$ cat src/rtl/cfg_scrub_pkg.sv
package cfg_scrub_pkg;

    localparam int          WORD_W    = 32;
    localparam logic [31:0] CRC_POLY  = 32'h04C1_1DB7;
    localparam logic [31:0] CRC_SEED  = 32'hFFFF_FFFF;

    typedef enum logic [1:0] {
        ST_IDLE,
        ST_SCAN,
        ST_DRAIN,
        ST_GRANT
    } scan_state_t;

    typedef enum logic [1:0] {
        WK_PLAIN,
        WK_MASK,
        WK_SKIP
    } word_kind_t;

    typedef struct packed {
        logic valid;
        logic masked;
    } rd_tag_t;

    function automatic logic [31:0] crc32_step(input logic [31:0] c,
                                               input logic [31:0] d);
        logic [31:0] r;
        logic        fb;
        r = c;
        for (int i = WORD_W - 1; i >= 0; i--) begin
            fb = r[31] ^ d[i];
            r  = {r[30:0], 1'b0};
            if (fb) r = r ^ CRC_POLY;
        end
        return r;
    endfunction

    function automatic word_kind_t classify(input int a, input int mlo, input int mhi,
                                            input int slo, input int shi);
        if (a >= slo && a <= shi) return WK_SKIP;
        if (a >= mlo && a <= mhi) return WK_MASK;
        return WK_PLAIN;
    endfunction

endpackage

$ cat src/rtl/cfg_scrub_ctrl.sv
module cfg_scrub_ctrl
    import cfg_scrub_pkg::*;
#(
    parameter int DEPTH     = 64,
    parameter int MASK_LO   = 8,
    parameter int MASK_HI   = 15,
    parameter int SKIP_LO   = 40,
    parameter int SKIP_HI   = 47,
    parameter int DRAIN_MAX = 130,
    localparam int AW  = $clog2(DEPTH + 1),
    localparam int MAW = $clog2(DEPTH)
) (
    input  logic           clk,
    input  logic           rst,
    input  logic           cfg_done,
    input  logic           desync_cmd,
    input  logic           dbg_own,
    input  logic           reconf_req,
    output logic           mem_rd_en,
    output logic [MAW-1:0] mem_addr,
    output logic           fold,
    output logic           pass_end,
    output logic           restart,
    output logic           reconf_grant
);

    localparam int DCW = $clog2(DRAIN_MAX + 1);

    scan_state_t   st_q, st_d;
    logic          parked_q;
    logic [AW-1:0] addr_q;
    rd_tag_t       tag_q;
    word_kind_t    kind;
    logic          run, scan_ok, at_end, issue;
    logic [DCW-1:0] drain_cnt_q;

    assign run     = cfg_done && parked_q;
    assign kind    = classify(int'(addr_q), MASK_LO, MASK_HI, SKIP_LO, SKIP_HI);
    assign scan_ok = (st_q == ST_SCAN) && run && !reconf_req && !dbg_own;
    assign at_end  = (addr_q == AW'(DEPTH));
    assign issue   = scan_ok && !at_end && (kind != WK_SKIP);

    assign mem_rd_en    = issue;
    assign mem_addr     = addr_q[MAW-1:0];
    assign pass_end     = scan_ok && at_end && !tag_q.valid;
    assign fold         = tag_q.valid && !tag_q.masked && !dbg_own;
    assign restart      = (st_q != ST_SCAN);
    assign reconf_grant = (st_q == ST_GRANT);

    always_comb begin
        st_d = st_q;
        case (st_q)
            ST_IDLE:  if (reconf_req) st_d = ST_DRAIN;
                      else if (run)   st_d = ST_SCAN;
            ST_SCAN:  if (reconf_req) st_d = ST_DRAIN;
                      else if (!run)  st_d = ST_IDLE;
            ST_DRAIN: if (!tag_q.valid || dbg_own) st_d = ST_GRANT;
            ST_GRANT: if (!reconf_req) st_d = ST_IDLE;
            default:  st_d = ST_IDLE;
        endcase
    end

    always_ff @(posedge clk) begin
        if (rst) begin
            st_q        <= ST_IDLE;
            parked_q    <= 1'b0;
            addr_q      <= '0;
            tag_q       <= '0;
            drain_cnt_q <= '0;
        end else begin
            st_q <= st_d;
            if (desync_cmd) parked_q <= 1'b1;
            if (st_q != ST_SCAN || pass_end)  addr_q <= '0;
            else if (scan_ok && !at_end)      addr_q <= addr_q + 1'b1;
            if (!dbg_own) begin
                tag_q.valid  <= issue;
                tag_q.masked <= (kind == WK_MASK);
            end
            if (st_q == ST_DRAIN) drain_cnt_q <= drain_cnt_q + 1'b1;
            else                  drain_cnt_q <= '0;
        end
    end

    // nothing is read until done and parked both hold
    assert_gate_R1: assert property (@(posedge clk) disable iff (rst)
        (!cfg_done || !parked_q) |-> !mem_rd_en);

    // block-memory region is never addressed by a read
    assert_skip_R5: assert property (@(posedge clk) disable iff (rst)
        mem_rd_en |-> !(int'(mem_addr) >= SKIP_LO && int'(mem_addr) <= SKIP_HI));

    // drain is bounded and the granted bus sees no reads
    assert_drain_bound_R8: assert property (@(posedge clk) disable iff (rst)
        drain_cnt_q < DCW'(DRAIN_MAX));
    assert_grant_quiet_R8: assert property (@(posedge clk) disable iff (rst)
        reconf_grant |-> !mem_rd_en);
    assert_grant_hold_R8: assert property (@(posedge clk) disable iff (rst)
        (reconf_grant && reconf_req) |=> reconf_grant);

    // release returns the scan to address zero
    assert_restart_R9: assert property (@(posedge clk) disable iff (rst)
        $fell(reconf_grant) |-> (mem_addr == '0));

endmodule

$ cat src/rtl/cfg_scrub_sig.sv
module cfg_scrub_sig
    import cfg_scrub_pkg::*;
#(
    parameter int PCNT_W = 16
) (
    input  logic              clk,
    input  logic              rst,
    input  logic [WORD_W-1:0] rdata,
    input  logic              fold,
    input  logic              pass_end,
    input  logic              restart,
    input  logic              desync_cmd,
    input  logic              recalc_req,
    input  logic              dbg_own,
    output logic [WORD_W-1:0] golden_sig,
    output logic              crc_error,
    output logic [PCNT_W-1:0] pass_count
);

    logic [WORD_W-1:0] crc_q;
    logic              cap_cur_q, cap_arm_q;
    logic              mismatch, compared;

    assign compared = pass_end && !cap_cur_q;
    assign mismatch = compared && (crc_q != golden_sig);

    always_ff @(posedge clk) begin
        if (rst) begin
            crc_q      <= CRC_SEED;
            golden_sig <= '0;
            crc_error  <= 1'b0;
            pass_count <= '0;
            cap_cur_q  <= 1'b1;
            cap_arm_q  <= 1'b0;
        end else begin
            if (restart || pass_end) crc_q <= CRC_SEED;
            else if (fold)           crc_q <= crc32_step(crc_q, rdata);

            if (restart) begin
                cap_cur_q <= cap_cur_q | cap_arm_q | recalc_req;
                cap_arm_q <= 1'b0;
            end else if (pass_end) begin
                cap_cur_q <= cap_arm_q;
                cap_arm_q <= recalc_req;
            end else begin
                cap_arm_q <= cap_arm_q | recalc_req;
            end

            if (pass_end && cap_cur_q) golden_sig <= crc_q;
            if (compared)              pass_count <= pass_count + 1'b1;
            crc_error <= desync_cmd ? 1'b0 : (crc_error | mismatch);
        end
    end

    // desync clears the flag
    assert_desync_clear_R2: assert property (@(posedge clk) disable iff (rst)
        desync_cmd |=> !crc_error);

    // debug ownership freezes the running CRC
    assert_dbg_hold_R3: assert property (@(posedge clk) disable iff (rst)
        (dbg_own && !restart) |=> $stable(crc_q));

    // error stays set until desync
    assert_err_sticky_R6: assert property (@(posedge clk) disable iff (rst)
        (crc_error && !desync_cmd) |=> crc_error);

    // a capture pass leaves the count and flag alone
    assert_capture_quiet_R7: assert property (@(posedge clk) disable iff (rst)
        (pass_end && cap_cur_q && !desync_cmd) |=> ($stable(pass_count) && $stable(crc_error)));

endmodule

$ cat src/rtl/cfg_scrub_top.sv
module cfg_scrub_top
    import cfg_scrub_pkg::*;
#(
    parameter int DEPTH     = 64,
    parameter int MASK_LO   = 8,
    parameter int MASK_HI   = 15,
    parameter int SKIP_LO   = 40,
    parameter int SKIP_HI   = 47,
    parameter int DRAIN_MAX = 130,
    parameter int PCNT_W    = 16,
    localparam int MAW = $clog2(DEPTH)
) (
    input  logic              clk,
    input  logic              rst,
    input  logic              cfg_done,
    input  logic              desync_cmd,
    input  logic              dbg_own,
    input  logic              reconf_req,
    input  logic              recalc_req,
    output logic              mem_rd_en,
    output logic [MAW-1:0]    mem_addr,
    input  logic [WORD_W-1:0] mem_rdata,
    output logic              reconf_grant,
    output logic              crc_error,
    output logic [PCNT_W-1:0] pass_count,
    output logic [WORD_W-1:0] golden_sig
);

    logic fold, pass_end, restart;

    cfg_scrub_ctrl #(
        .DEPTH(DEPTH), .MASK_LO(MASK_LO), .MASK_HI(MASK_HI),
        .SKIP_LO(SKIP_LO), .SKIP_HI(SKIP_HI), .DRAIN_MAX(DRAIN_MAX)
    ) u_ctrl (
        .clk(clk), .rst(rst), .cfg_done(cfg_done), .desync_cmd(desync_cmd),
        .dbg_own(dbg_own), .reconf_req(reconf_req),
        .mem_rd_en(mem_rd_en), .mem_addr(mem_addr),
        .fold(fold), .pass_end(pass_end), .restart(restart),
        .reconf_grant(reconf_grant)
    );

    cfg_scrub_sig #(.PCNT_W(PCNT_W)) u_sig (
        .clk(clk), .rst(rst), .rdata(mem_rdata), .fold(fold),
        .pass_end(pass_end), .restart(restart), .desync_cmd(desync_cmd),
        .recalc_req(recalc_req), .dbg_own(dbg_own),
        .golden_sig(golden_sig), .crc_error(crc_error), .pass_count(pass_count)
    );

endmodule

$ cat config.mk
export PLATFORM = sky130hd
export DESIGN_NAME = cfg_scrub_top
export DESIGN_NICKNAME = d
export VERILOG_FILES = /design/src/rtl/cfg_scrub_pkg.sv /design/src/rtl/cfg_scrub_ctrl.sv /design/src/rtl/cfg_scrub_sig.sv /design/src/rtl/cfg_scrub_top.sv
export SDC_FILE = /design/constraint.sdc
export NUM_CORES = 1
export LEC_CHECK = 0
export ABC_AREA = 1
export BUFFER_PORTS_ARGS = -buffer_cell sky130_fd_sc_hd__clkbuf_2
export CAP_MARGIN = 10
export CELL_PAD_IN_SITES_DETAIL_PLACEMENT = 0
export CELL_PAD_IN_SITES_GLOBAL_PLACEMENT = 1
export CORE_UTILIZATION = 42
export CTS_CLUSTER_DIAMETER = 40
export DETAILED_ROUTE_END_ITERATION = 12
export PLACE_DENSITY = 0.78
export SLEW_MARGIN = 20
export SYNTH_ARGS = -nofsm -noshare
export SYNTH_HDL_FRONTEND = slang
export SYNTH_SLANG_ARGS = --single-unit
export TNS_END_PERCENT = 5
$ cat constraint.sdc
create_clock -name clk -period 3.85 [get_ports clk]
set_input_delay 0.9625 -clock clk [delete_from_list [all_inputs] [get_ports clk]]
set_output_delay 0.9625 -clock clk [all_outputs]
set_load 0.02 [all_outputs]
---- Word level (Yosys, flattened, before mapping) ----
Index checks and enable logic that the tools add are counted.
W data, S select, Z words.
word-level totals
  memories ................................ 0
  memory bits (read-only) ................. 0
  output and inout port bits .............. 57
  register bits after elaboration ......... 95
  logic and storage cells ................. 268
  bits in latches ......................... 0
  RAM bits ................................ 0
operators by class
  magnitude comparators ................... 4
  div/mod/pow operators ................... 0
  multiplexer cells ....................... 142
  multipliers ............................. 0
  shifts and indexed selects .............. 0
  eq/ne operators ......................... 12
  reduce and logical (&&, ||, !) cells .... 29
  bitwise gates (word level) .............. 68
  $add $sub $neg .......................... 2
operators by type and width
  cell                     count
  $mux W32                 93
  $mux W27                 32
  $not A14 Y14             32
  $ne A32 B32 Y1           1
  $xor A1 B1 Y1            32
  $mux W2                  10
  $add A16 B1 Y16 const B  1
  $logic_and A1 B1 Y1      15
  $pmux W2 S4              1
  $add A7 B1 Y7 const B    1
  $eq A7 B7 Y1 const B     1
  $ge A7 B4 Y1 const B     1
  $ge A7 B6 Y1 const B     1
  $le A7 B4 Y1 const B     1
  $le A7 B6 Y1 const B     1
  $logic_not A1 Y1         6
  $mux W1                  6
  $reduce_or A2 Y1         3
  $eq A2 B1 Y1 const B     2
  $eq A2 B2 Y1 const B     2
  $ne A2 B1 Y1 const B     2
  $ne A2 B2 Y1 const B     2
  $or A1 B1 Y1             4
  $reduce_and A4 Y1        1
  other kinds (5)          6

---- Longest topological paths before layout ----
Gate-level depths: netlist (run 1).
  depth after elaboration ................. 161
  depth in mapped cells ................... 30
  mapped depth without buffers ............ 30

---- Cells and area by module ----
Synthesis (run 1) repeated with hierarchy kept, for this count alone.
second synthesis, totals
  cell total of the unflattened synthesis .. 1,523
  area, all modules ....................... 9,211.3 µm²
modules (own cells, without submodules)
  module          times used  cells each  area each (µm²)  sequential area each (µm²)
  cfg_scrub_sig   1           1,373       8,254.2          1,661.6
  cfg_scrub_ctrl  1           150         957.2            240.2

---- Worst setup path after synthesis (run 1) ----
OpenSTA, ideal clock, no wires.
  path kind ............................... input-to-reg
  start point ............................. input port mem_rdata[23]
  end point ............................... register u_sig.crc_q[25]
  setup slack ............................. 0.620 ns
  buffers on the path ..................... 0
  arrival ................................. 3.115 ns
  cell stages on the path ................. 25
  path through ............................ inv_1 nand2_1 nand2_2 clkinv_1 nand2_2 nand2_4 nand2_1 nand3_1 nand2_2 nand2_1 nand2_2 nand2_1 nand2_1 nand2_2 nand2_4 nand2_1 nand2_1 nand2_1 nand2_4 nand2_1 nand2_2 inv_2 or2_1 nand3_1 nand2_1
on the way
  cells in the longest elaborated chain, start to end .. 104
  elaborated cells on any way between the ends .. 116
  classes of those cells .................. 93 x mux; 23 x bitwise
ends and longest elaborated chain
  what                  line                 text
  start, declared       cfg_scrub_top.sv:22  input logic [WORD_W-1:0] mem_rdata,
  $xor A1 B1 Y1 (*)     cfg_scrub_pkg.sv:31  fb = r[31] ^ d[i];
  $mux W27 (*)          cfg_scrub_pkg.sv:33  if (fb) r = r ^ CRC_POLY;
  $mux W32 (*)          cfg_scrub_sig.sv:37  else if (fold) crc_q <= crc32_step(crc_q, rdata);
  $mux W32 (*)          cfg_scrub_sig.sv:36  if (restart || pass_end) crc_q <= CRC_SEED;
  $mux W32 (*)          cfg_scrub_sig.sv:28  if (rst) begin
  $mux W27              cfg_scrub_pkg.sv:33
  $mux W32 (*)          cfg_scrub_sig.sv:37
  $mux W32 (*)          cfg_scrub_sig.sv:36
  [88 not listed]       n/a
  $mux W32 (*)          cfg_scrub_sig.sv:37
  $mux W32 (*)          cfg_scrub_sig.sv:36
  $mux W32 (*)          cfg_scrub_sig.sv:28
  $mux W27 (*)          cfg_scrub_pkg.sv:33
  $mux W32 (*)          cfg_scrub_sig.sv:37
  $mux W32 (*)          cfg_scrub_sig.sv:36
  $mux W32 (*)          cfg_scrub_sig.sv:28
  $mux W27 (*)          cfg_scrub_pkg.sv:33
  end signal, assigned  cfg_scrub_sig.sv:37
  end, declared         cfg_scrub_sig.sv:20  logic [WORD_W-1:0] crc_q;
Every way passes the cells marked *; elsewhere a longest branch is shown, timed or not. The select of a mux whose other input is x is not followed.
A chain may end at the register's enable or synchronous reset.

---- Worst setup path after layout (run 1) ----
  start point ............................. input port mem_rdata[31]
  end point ............................... register u_sig.crc_q[28]
on the way
  cells in the longest elaborated chain, start to end .. 130
  elaborated cells on any way between the ends .. 154
  classes of those cells .................. 123 x mux; 31 x bitwise
ends and longest elaborated chain
  what                           line
  $xor A1 B1 Y1 (*)              cfg_scrub_pkg.sv:31
  $mux W27 (*)                   cfg_scrub_pkg.sv:33
  $mux W32 (*)                   cfg_scrub_sig.sv:37
  $mux W32 (*)                   cfg_scrub_sig.sv:36
  $mux W32 (*)                   cfg_scrub_sig.sv:28
  $not A14 Y14 (no source line)  n/a
  $mux W27                       cfg_scrub_pkg.sv:33
  $mux W32 (*)                   cfg_scrub_sig.sv:37
  [114 not listed]               n/a
  $not A14 Y14 (no source line)  n/a
  $mux W27 (*)                   cfg_scrub_pkg.sv:33
  $mux W32 (*)                   cfg_scrub_sig.sv:37
  $mux W32 (*)                   cfg_scrub_sig.sv:36
  $mux W32 (*)                   cfg_scrub_sig.sv:28
  $mux W32 (*)                   cfg_scrub_sig.sv:37
  $mux W32 (*)                   cfg_scrub_sig.sv:36
  $mux W32 (*)                   cfg_scrub_sig.sv:28
Marked as above.

==> results of run 1 <==
cell families after synthesis:
kind of cell	Yosys count	share of synthesized area [%]
xor gates and xnor gates	155	15.4
buffers and inverters	206	9.05
DFF	95	21.1
and+or+nand+nor	883	46.4
adders and majority gates	3	0.417
AOI/OAI and AO/OA	117	7.65
worst max-delay path by stage:
stage / startpoint / end
2_1_floorplan: mem_rdata[23] / u_sig.crc_q[25]
3_3_place_gp: mem_rdata[28] / u_sig.crc_q[12]
3_5_place_dp: mem_rdata[31] / u_sig.crc_q[12]
4_1_cts: mem_rdata[31] / u_sig.crc_q[12]
5_1_grt: mem_rdata[31] / u_sig.crc_q[12]
6_report: mem_rdata[31] / u_sig.crc_q[28]
layout make-up:
class                      instances  share of cell area, %
clock inverter                     6                  0.918
clock buffer                      10                   2.22
inverter                         174                   6.09
tap                              275                   3.20
multi-input combinational       1158                   58.9
timing repair buffer             185                   11.0
sequential                        95                   17.7
synth_stat cells (2+ instances only):
library cell / number / share of area (%)
a21oi_1: 51 / 2.8
inv_1: 131 / 5.5
xor2_1: 95 / 9.2
nor2_1: 66 / 2.8
nor3_1: 28 / 1.6
a211oi_1: 25 / 2.1
nand2_2: 76 / 5.3
nor3b_1: 2 / 0.17
nand2_4: 25 / 3.1
nand2_1: 494 / 21
buf_1: 2 / 0.083
nand4_1: 15 / 1.0
nor4_1: 4 / 0.28
buf_6: 2 / 0.25
o21ai_1: 6 / 0.33
nand3_2: 18 / 2.0
or2_1: 4 / 0.28
o21a_1: 2 / 0.17
inv_2: 40 / 1.7
clkbuf_1: 21 / 0.88
clkinv_1: 2 / 0.083
nand3b_1: 8 / 0.67
o21ai_0: 20 / 1.1
nand3_1: 135 / 7.5
buf_4: 6 / 0.50
nand3b_4: 2 / 0.44
o211ai_1: 10 / 0.83
ha_1: 3 / 0.42
dfxtp_1: 95 / 21
xnor2_1: 58 / 5.6
metrics by stage:
stage          util, %  TNS, ps
2_1_floorplan        -        0
3_3_place_gp      49.4     -194
3_5_place_dp      49.4     -399
4_1_cts           51.0        0
5_1_grt           51.2        0
6_report          51.2        0
registers in the layout, indices dropped and copies added (netlist names):
signal / flops
u_ctrl.parked_q: 1
u_sig.golden_sig: 32
u_ctrl.st_q: 2
u_ctrl.addr_q: 7
u_sig.cap_cur_q: 1
u_ctrl.tag_q: 2
u_sig.crc_q: 32
u_sig.pass_count: 16
u_sig.crc_error: 1
u_sig.cap_arm_q: 1
worst reg2reg max path: cells and delay by family (launching register included):
kind	cells	cell delay [ps]
buffers and inverters	3	360
xor gates and xnor gates	1	180
DFF	1	570
AOI/OAI and AO/OA	1	330
and+or+nand+nor	18	1930
report_power, final:
| part | switching (mW) | internal (mW) |
|---|---|---|
| Clock | 0.421 | 0.599 |
| Sequential | 0.00448 | 0.986 |
| Combinational | 2.18 | 1.25 |
| Total | 2.60 | 2.84 |
repair_timing:
item | in CTS | in global routing
endpoints found under the hold margin | 0 | 0
buffers inserted | 0 | 1
resized for setup | 0 | 7
endpoints found under the setup margin | 0 | 7
metal layers:
layer	track usage, %	up-vias	part of all wire, %
met5	0	-	0
li1	-	4939	-
met4	10.5	0	3.6
met3	2.94	41	5.2
met1	38.3	4272	46
met2	46.5	268	45
==> out/qor.yml, run 1 <==
route:
  ant_nets: 0
  via_per_inst: 5.00
  drtIter0Drc: 758
  totalWireLength_mm: 30.6
  via_count: 9520
  wl_per_cell_um: 16.1
  drc_errors: 0
  firstDrtPassIters: 6
grt:
  antenna_found_initial: 0
  grt_use_total_pct: 28.4
  grt_pass1_vias: 8611
  overflow: 0
  grt_max_degree: 58
  grt_pass1_wl_mm: 47.4
yosys:
  seq_area_frac_synth_pct: 21.1
  syn-num-nets: 1501
  synth_edf_count: 0
  synth_seq_cells: 95
  yosysWarnings: 0
  synth_ff_type: "dfxtp_1"
  postSynthCellCount: 1459
  synthDistinctLibCells: 43
  syn_area_um2: 9000
  post_synth.cell_area_avg_um2: 6.17
  async_flop_share_pct: 0
timing:
  final_max_slew_viol_count: 0
  rsz0062_at_grt: "no"
  clock_skew_ps: 12.8
  worst_pin_slew_ps: 1020
  setup_viol: 0
  fin_hold_ws_ps: 459
  fin_crit_ps: 3620
  layout_setup_ws_ps: 229
  fmax_mhz: 276
  finalHoldViolations: 0
  fin_crit_sh_pct: 94.1
  slew_headroom_pct: 31.5
place:
  io_buffers: 95
  pre_cts_slack_ps: -104
  placedInstanceArea_um2: 10400
  hpwl_mm: 25.4
  post-place-cells: 1886
  gp_congestion: 0.922
setup_path:
  crit_arrival_ps: 3860
  r2r_slack_ps: 380
  required_ps: 4090
  startpoint_type: "primary input"
  worstRegToRegCells: 23
  crit_path_cell_trace: "clkbuf_2, inv_1, nand2_1, nand2_2, buf_4, xor2_1, xor2_2, inv_1, nand3_1, nand3_2, nand2_2, nand3_1, nand2_1, inv_2, nand2_1, nand2_4, xor2_1, o21ai_0, buf_4, nand2_1"
  cp_slowest_cell: "o21ai_0"
  worst_path_most_repeated_cell: "nand2_1"
  crit_cells: 20
  crit_family: "simple AND/OR/NAND/NOR gates"
  worstSetupEndpointType: "flip-flop"
  cp_num_buf_inv: 6
  criticalPathCategory: "primary input to flip-flop"
  worstReg2RegEnd: "u_sig.crc_q[28]"
  max_stage_delay_ps: 330
  crit_fanout: 7
  reg2reg_from: "u_sig.crc_q[27]"
final_layout:
  fin_area_um2: 10800
  layout_commonest_cell: "nand2_1"
  areaGrowthSynthToFinish_pct: 19.6
  fillers: 2201
  final_cells: 1903
  layout.area.seq_um2: 1900
  final_nets: 1665
  antenna_cells: 0
  final_cell_mix: "493 x nand2_1, 134 x nand3_1, 131 x inv_1"
  multi_input_area_um2: 6330
  drive_gt1_share_pct: 23.1
job:
  maxCapViolCount: 0
clock_tree:
  holdBufCountCts: 0
  cts_tree: "built"
  clock_latency_ps: 350
  cts.path.max_buffers: 2
  numCtsBuffers: 9
  clkSinkCount: 95
  root_buffer: "clkbuf_16"
  h-tree-depth: 3
  cts.clk_slew.worst_paths_ps: 70
min_path:
  hold_depth: 1
  min_to: "u_sig.pass_count[15]"
  hold_path.class: "flip-flop to flip-flop"
  min-delay-start: "u_sig.pass_count[15]"
die:
  die_y_um: 148
  core_area_um2: 21000
  die-width_um: 148
  dieArea_um2: 22000
  ios: 96
  core.rowCount: 53
  initial_utilization_pct: 42.8
pwr:
  leakage_nw: 5.56
  power.total_mw: 5.44
  ir_drop_uv: 259
  power.density_nw_per_um2: 505
outcome:
  status: "finished clean"
(Power assumes the default switching activity.)
==> inputs of run 2 (changes only) <==
Settings changed: RECOVER_POWER set to 50, SKIP_CTS_REPAIR_TIMING set to 1.
==> out/qor.yml, run 2 (synthesis gave the netlist of run 1 again) <==
setup_path:
  worst_path_most_repeated_cell: "nand2_1"
  cp_slowest_cell: "o21ai_0"
  r2r_slack_ps: 410
  startpoint_type: "primary input"
  crit_fanout: 7
  worstRegToRegCells: 23
  cp_num_buf_inv: 6
  max_stage_delay_ps: 320
  reg2reg_from: "u_sig.crc_q[27]"
  crit_path_cell_trace: "clkbuf_2, inv_1, nand2_1, nand2_2, buf_4, xor2_1, xor2_2, inv_1, nand3_1, nand3_2, nand2_2, nand3_1, nand2_1, inv_2, nand2_1, nand2_4, xor2_1, o21ai_0, buf_4, nand2_1"
  crit_arrival_ps: 3880
  worstSetupEndpointType: "flip-flop"
  required_ps: 4090
  worstReg2RegEnd: "u_sig.crc_q[28]"
  crit_family: "simple AND/OR/NAND/NOR gates"
  criticalPathCategory: "primary input to flip-flop"
min_path:
  min-delay-start: "u_sig.pass_count[15]"
  hold_depth: 1
  hold_path.class: "flip-flop to flip-flop"
  min_to: "u_sig.pass_count[15]"
grt:
  grt_pass1_vias: 8611
  grt_max_degree: 58
  grt_pass1_wl_mm: 47.4
  antenna_found_initial: 0
  overflow: 0
  grt_use_total_pct: 28.4
timing:
  fmax_mhz: 275
  fin_crit_ps: 3640
  final_max_slew_viol_count: 42
  finalSetupTns_ps: 0
  slew_headroom_pct: -47.4
  clock_skew_ps: 13.6
  layout_setup_ws_ps: 215
  worst_pin_slew_ps: 2210
  fin_hold_ws_ps: 463
  fin_crit_sh_pct: 94.4
  finalHoldViolations: 0
  setup_viol: 0
  rsz0062_at_grt: "no"
final_layout:
  final_nets: 1665
  final_util_pct: 50.8
  reg_top3: "u_sig.crc_q (32), u_sig.golden_sig (32), u_sig.pass_count (16)"
  areaGrowthSynthToFinish_pct: 18.6
  layout_commonest_cell: "nand2_1"
  final_cell_mix: "493 x nand2_1, 134 x nand3_1, 131 x inv_1"
  drive_gt1_share_pct: 19.3
  final_cells: 1903
  antenna_cells: 0
route:
  firstDrtPassIters: 7
  wl_per_cell_um: 16.2
  drtIter0Drc: 745
  ant_nets: 0
  via_per_inst: 5.02
  drc_errors: 0
  totalWireLength_mm: 30.8
  via_count: 9545
clock_tree:
  root_buffer: "clkbuf_16"
  cts.clk_slew.worst_paths_ps: 70
  cts_tree: "built"
  clkSinkCount: 95
  numCtsBuffers: 9
  clock_latency_ps: 350
  cts.path.max_buffers: 2
  h-tree-depth: 3
place:
  gp_congestion: 0.922
  hpwl_mm: 25.4
  pre_cts_slack_ps: -104
  io_buffers: 95
  post-place-cells: 1886
pwr:
  clkPwrFrac_pct: 18.7
  internal_power_mw: 2.83
  leakage_nw: 5.35
  swShare_pct: 47.8
  power_frac_seq_pct: 18.2
  ir_drop_uv: 260
  p_sw_mw: 2.60
  p_comb_share_pct: 63.0
  power.density_nw_per_um2: 509
outcome:
  violations: "capacitance limit, slew limit"
  status: "finished, violations left"
die:
  initial_utilization_pct: 42.8
  core_area_um2: 21000
  dieArea_um2: 22000
  ios: 96
  die_y_um: 148
  die-width_um: 148
  core.rowCount: 53
job:
  maxCapViolCount: 1
run 2: layer usage:
layer | track usage (%) | wire length [µm] | share of wire, %
met1 | 38.3 | 14300 | 46
met2 | 46.5 | 13800 | 45
met3 | 2.94 | 1600 | 5.2
met4 | 10.5 | 1100 | 3.6
met5 | 0 | 0 | 0
run 2: power groups by stage:
stage	combinational [mW]	sequential (mW)	clock [mW]
after global placement	3.35	1.01	0
after global routing	3.78	0.991	1.08
after CTS	3.37	0.990	1.03
after floorplan	2.34	1.01	0
final	3.42	0.990	1.02
after detailed placement	3.36	1.01	0
run 2: area by class of cell:
| class | count | area, µm² |
|---|---|---|
| Inverter | 174 | 656 |
| Fill cell | 2233 | 10300 |
| Multi-Input combinational cell | 1158 | 6330 |
| Timing Repair Buffer | 185 | 1100 |
| Sequential cell | 95 | 1900 |
| Clock buffer | 10 | 239 |
| Clock inverter | 6 | 98.8 |
| Tap cell | 275 | 344 |
run 2: metrics by stage:
step | power, mW | instance area, µm²
after floorplan | 3.36 | 9000
after global placement | 4.36 | 10400
after detailed placement | 4.37 | 10400
after CTS | 5.40 | 10700
after global routing | 5.84 | 10700
final | 5.43 | 10700
run 2: worst max-delay path by stage:
stage,start,to,slack (ps),cells after the start
floorplan,mem_rdata[23],u_sig.crc_q[25],620,25
global placement,mem_rdata[28],u_sig.crc_q[12],-70,27
detailed placement,mem_rdata[31],u_sig.crc_q[12],-100,24
CTS,mem_rdata[31],u_sig.crc_q[12],250,24
global route,mem_rdata[31],u_sig.crc_q[12],5,24
finish,mem_rdata[31],u_sig.crc_q[28],210,20
run 2: worst register-to-register path: cells and delay by family (launching register included):
family | cells | cell delay, ps
buffers and inverters | 3 | 360
XOR/XNOR | 1 | 180
AND/OR/NAND/NOR | 18 | 1890
flip-flops | 1 | 570
AO/OA/AOI/OAI | 1 | 320
==> inputs of run 3 (changes only) <==
Settings changed: CELL_PAD_IN_SITES_DETAIL_PLACEMENT 0 to unset, CELL_PAD_IN_SITES_GLOBAL_PLACEMENT 1 to unset, CORE_UTILIZATION 42 to 61, PLACE_DENSITY 0.78 to 0.79, REMOVE_ABC_BUFFERS set to 1.
==> out/qor.yml, run 3 (synthesis gave the netlist of run 1 again) <==
route:
  firstDrtPassIters: 7
  drc_errors: 0
  wl_met3_mm: 2.40
  via_per_inst: 5.46
  dr_wl_met2_mm: 12.7
  via_count: 9804
  drtIter0Drc: 821
  maxUsedRoutingLayer: "met4"
  totalWireLength_mm: 28.6
  drt-met1-wl_mm: 12.4
  ant_nets: 0
  wl_per_cell_um: 15.9
setup_path:
  worstReg2RegEnd: "u_sig.crc_q[28]"
  criticalPathCategory: "primary input to flip-flop"
  reg2reg_from: "u_sig.crc_q[28]"
  crit_arrival_ps: 3920
  r2r_slack_ps: 400
  worstRegToRegCells: 22
  crit_fanout: 7
  worstSetupEndpointType: "flip-flop"
  required_ps: 4100
  startpoint_type: "primary input"
timing:
  clock_skew_ps: 9.59
  slew_headroom_pct: -60.3
  finalHoldViolations: 0
  finalSetupTns_ps: 0
  fin_crit_sh_pct: 95.3
  setup_viol: 0
  final_max_slew_viol_count: 42
  fin_crit_ps: 3670
  worst_pin_slew_ps: 2400
  fmax_mhz: 273
  rsz0062_at_grt: "no"
clock_tree:
  cts.path.max_buffers: 2
  cts.clk_slew.worst_paths_ps: 70
  root_buffer: "clkbuf_16"
  cts_tree: "built"
  clkSinkCount: 95
  numCtsBuffers: 9
  h-tree-depth: 3
  clock_latency_ps: 360
place:
  hpwl_mm: 23.1
  io_buffers: 95
  gp_congestion: 1.00
grt:
  antenna_found_initial: 1
  grt_use_total_pct: 37.8
  grt_pass1_vias: 8421
  overflow: 0
  grt_max_degree: 42
  grt_pass1_wl_mm: 43.2
die:
  core_area_um2: 14500
  die_y_um: 123
  ios: 96
  die-width_um: 123
  core.rowCount: 44
  initial_utilization_pct: 62.2
  dieArea_um2: 15200
pwr:
  leakage_nw: 5.26
  ir_drop_uv: 332
  power.total_mw: 5.36
  power.density_nw_per_um2: 516
final_layout:
  drive_gt1_share_pct: 18.3
  layout_commonest_cell: "nand2_1"
  antenna_cells: 0
  areaGrowthSynthToFinish_pct: 15.4
  final_cell_mix: "494 x nand2_1, 135 x nand3_1, 131 x inv_1"
  final_nets: 1648
  reg_top3: "u_sig.crc_q (32), u_sig.golden_sig (32), u_sig.pass_count (16)"
min_path:
  min_to: "u_ctrl.parked_q"
  hold_path.class: "flip-flop to flip-flop"
  hold_depth: 2
  min-delay-start: "u_ctrl.parked_q"
outcome:
  violations: "capacitance limit, slew limit"
  status: "finished, violations left"
job:
  maxCapViolCount: 1
## run 3: worst max path at each step
stage                                endpoint     startpoint
after floorplan           u_sig.golden_sig[0]       cfg_done
after global placement         u_sig.crc_q[2]  mem_rdata[31]
after detailed placement      u_sig.crc_q[28]  mem_rdata[29]
after CTS                      u_sig.crc_q[2]  mem_rdata[31]
after global routing          u_sig.crc_q[12]  mem_rdata[23]
final                         u_sig.crc_q[28]  mem_rdata[28]
## run 3: worst max-delay path, stage by stage
cell      delay, ps
clkbuf_2        110
inv_2            50
nand2_1          60
nand2_2         170
buf_4           150
xor2_1          240
o21ai_0         150
nand2_1         180
inv_1            60
nand2_1          80
nand3_1          90
nand2_1         170
nand3_2         130
nand2_4         150
nand2_1          60
nand2_1         110
inv_2            50
nand2_1          90
nand2_4         110
xor2_1          220
a21oi_1          90
o21ai_0         210
buf_4           180
nand2_1          40
## run 3: final cells by class
class | instances | area [µm²]
Clock buffer | 9 | 225
Timing Repair Buffer | 168 | 966
Fill cell | 1374 | 4100
Tap cell | 184 | 230
Clock inverter | 6 | 97.6
Inverter | 174 | 656
Sequential cell | 95 | 1900
Multi-Input combinational cell | 1158 | 6310
## run 3: through the flow
stage	setup slack, ps	cell area [µm²]	utilization (%)	hold WS [ps]	instances
3_3_place_gp	-65.0	10100	69.8	440	1778
3_5_place_dp	-98.2	10100	69.8	452	1778
5_1_grt	6.09	10400	71.7	495	1794
6_report	182	10400	71.7	476	1794
2_1_floorplan	-151	8840	-	422	1427
4_1_cts	253	10400	72.1	469	1793
## run 3: per-layer routing
metal | track usage (%) | vias to the layer above
li1 | - | 4914
met1 | 49.6 | 4410
met2 | 60.0 | 420
met3 | 7.70 | 60
met4 | 15.7 | 0
met5 | 0 | -
## run 3: report_power, final
part / switching, mW / internal (mW) / total (mW)
combinational: 2.18 / 1.18 / 3.37
sequential: 0.00437 / 0.986 / 0.990
clock: 0.423 / 0.578 / 1.00
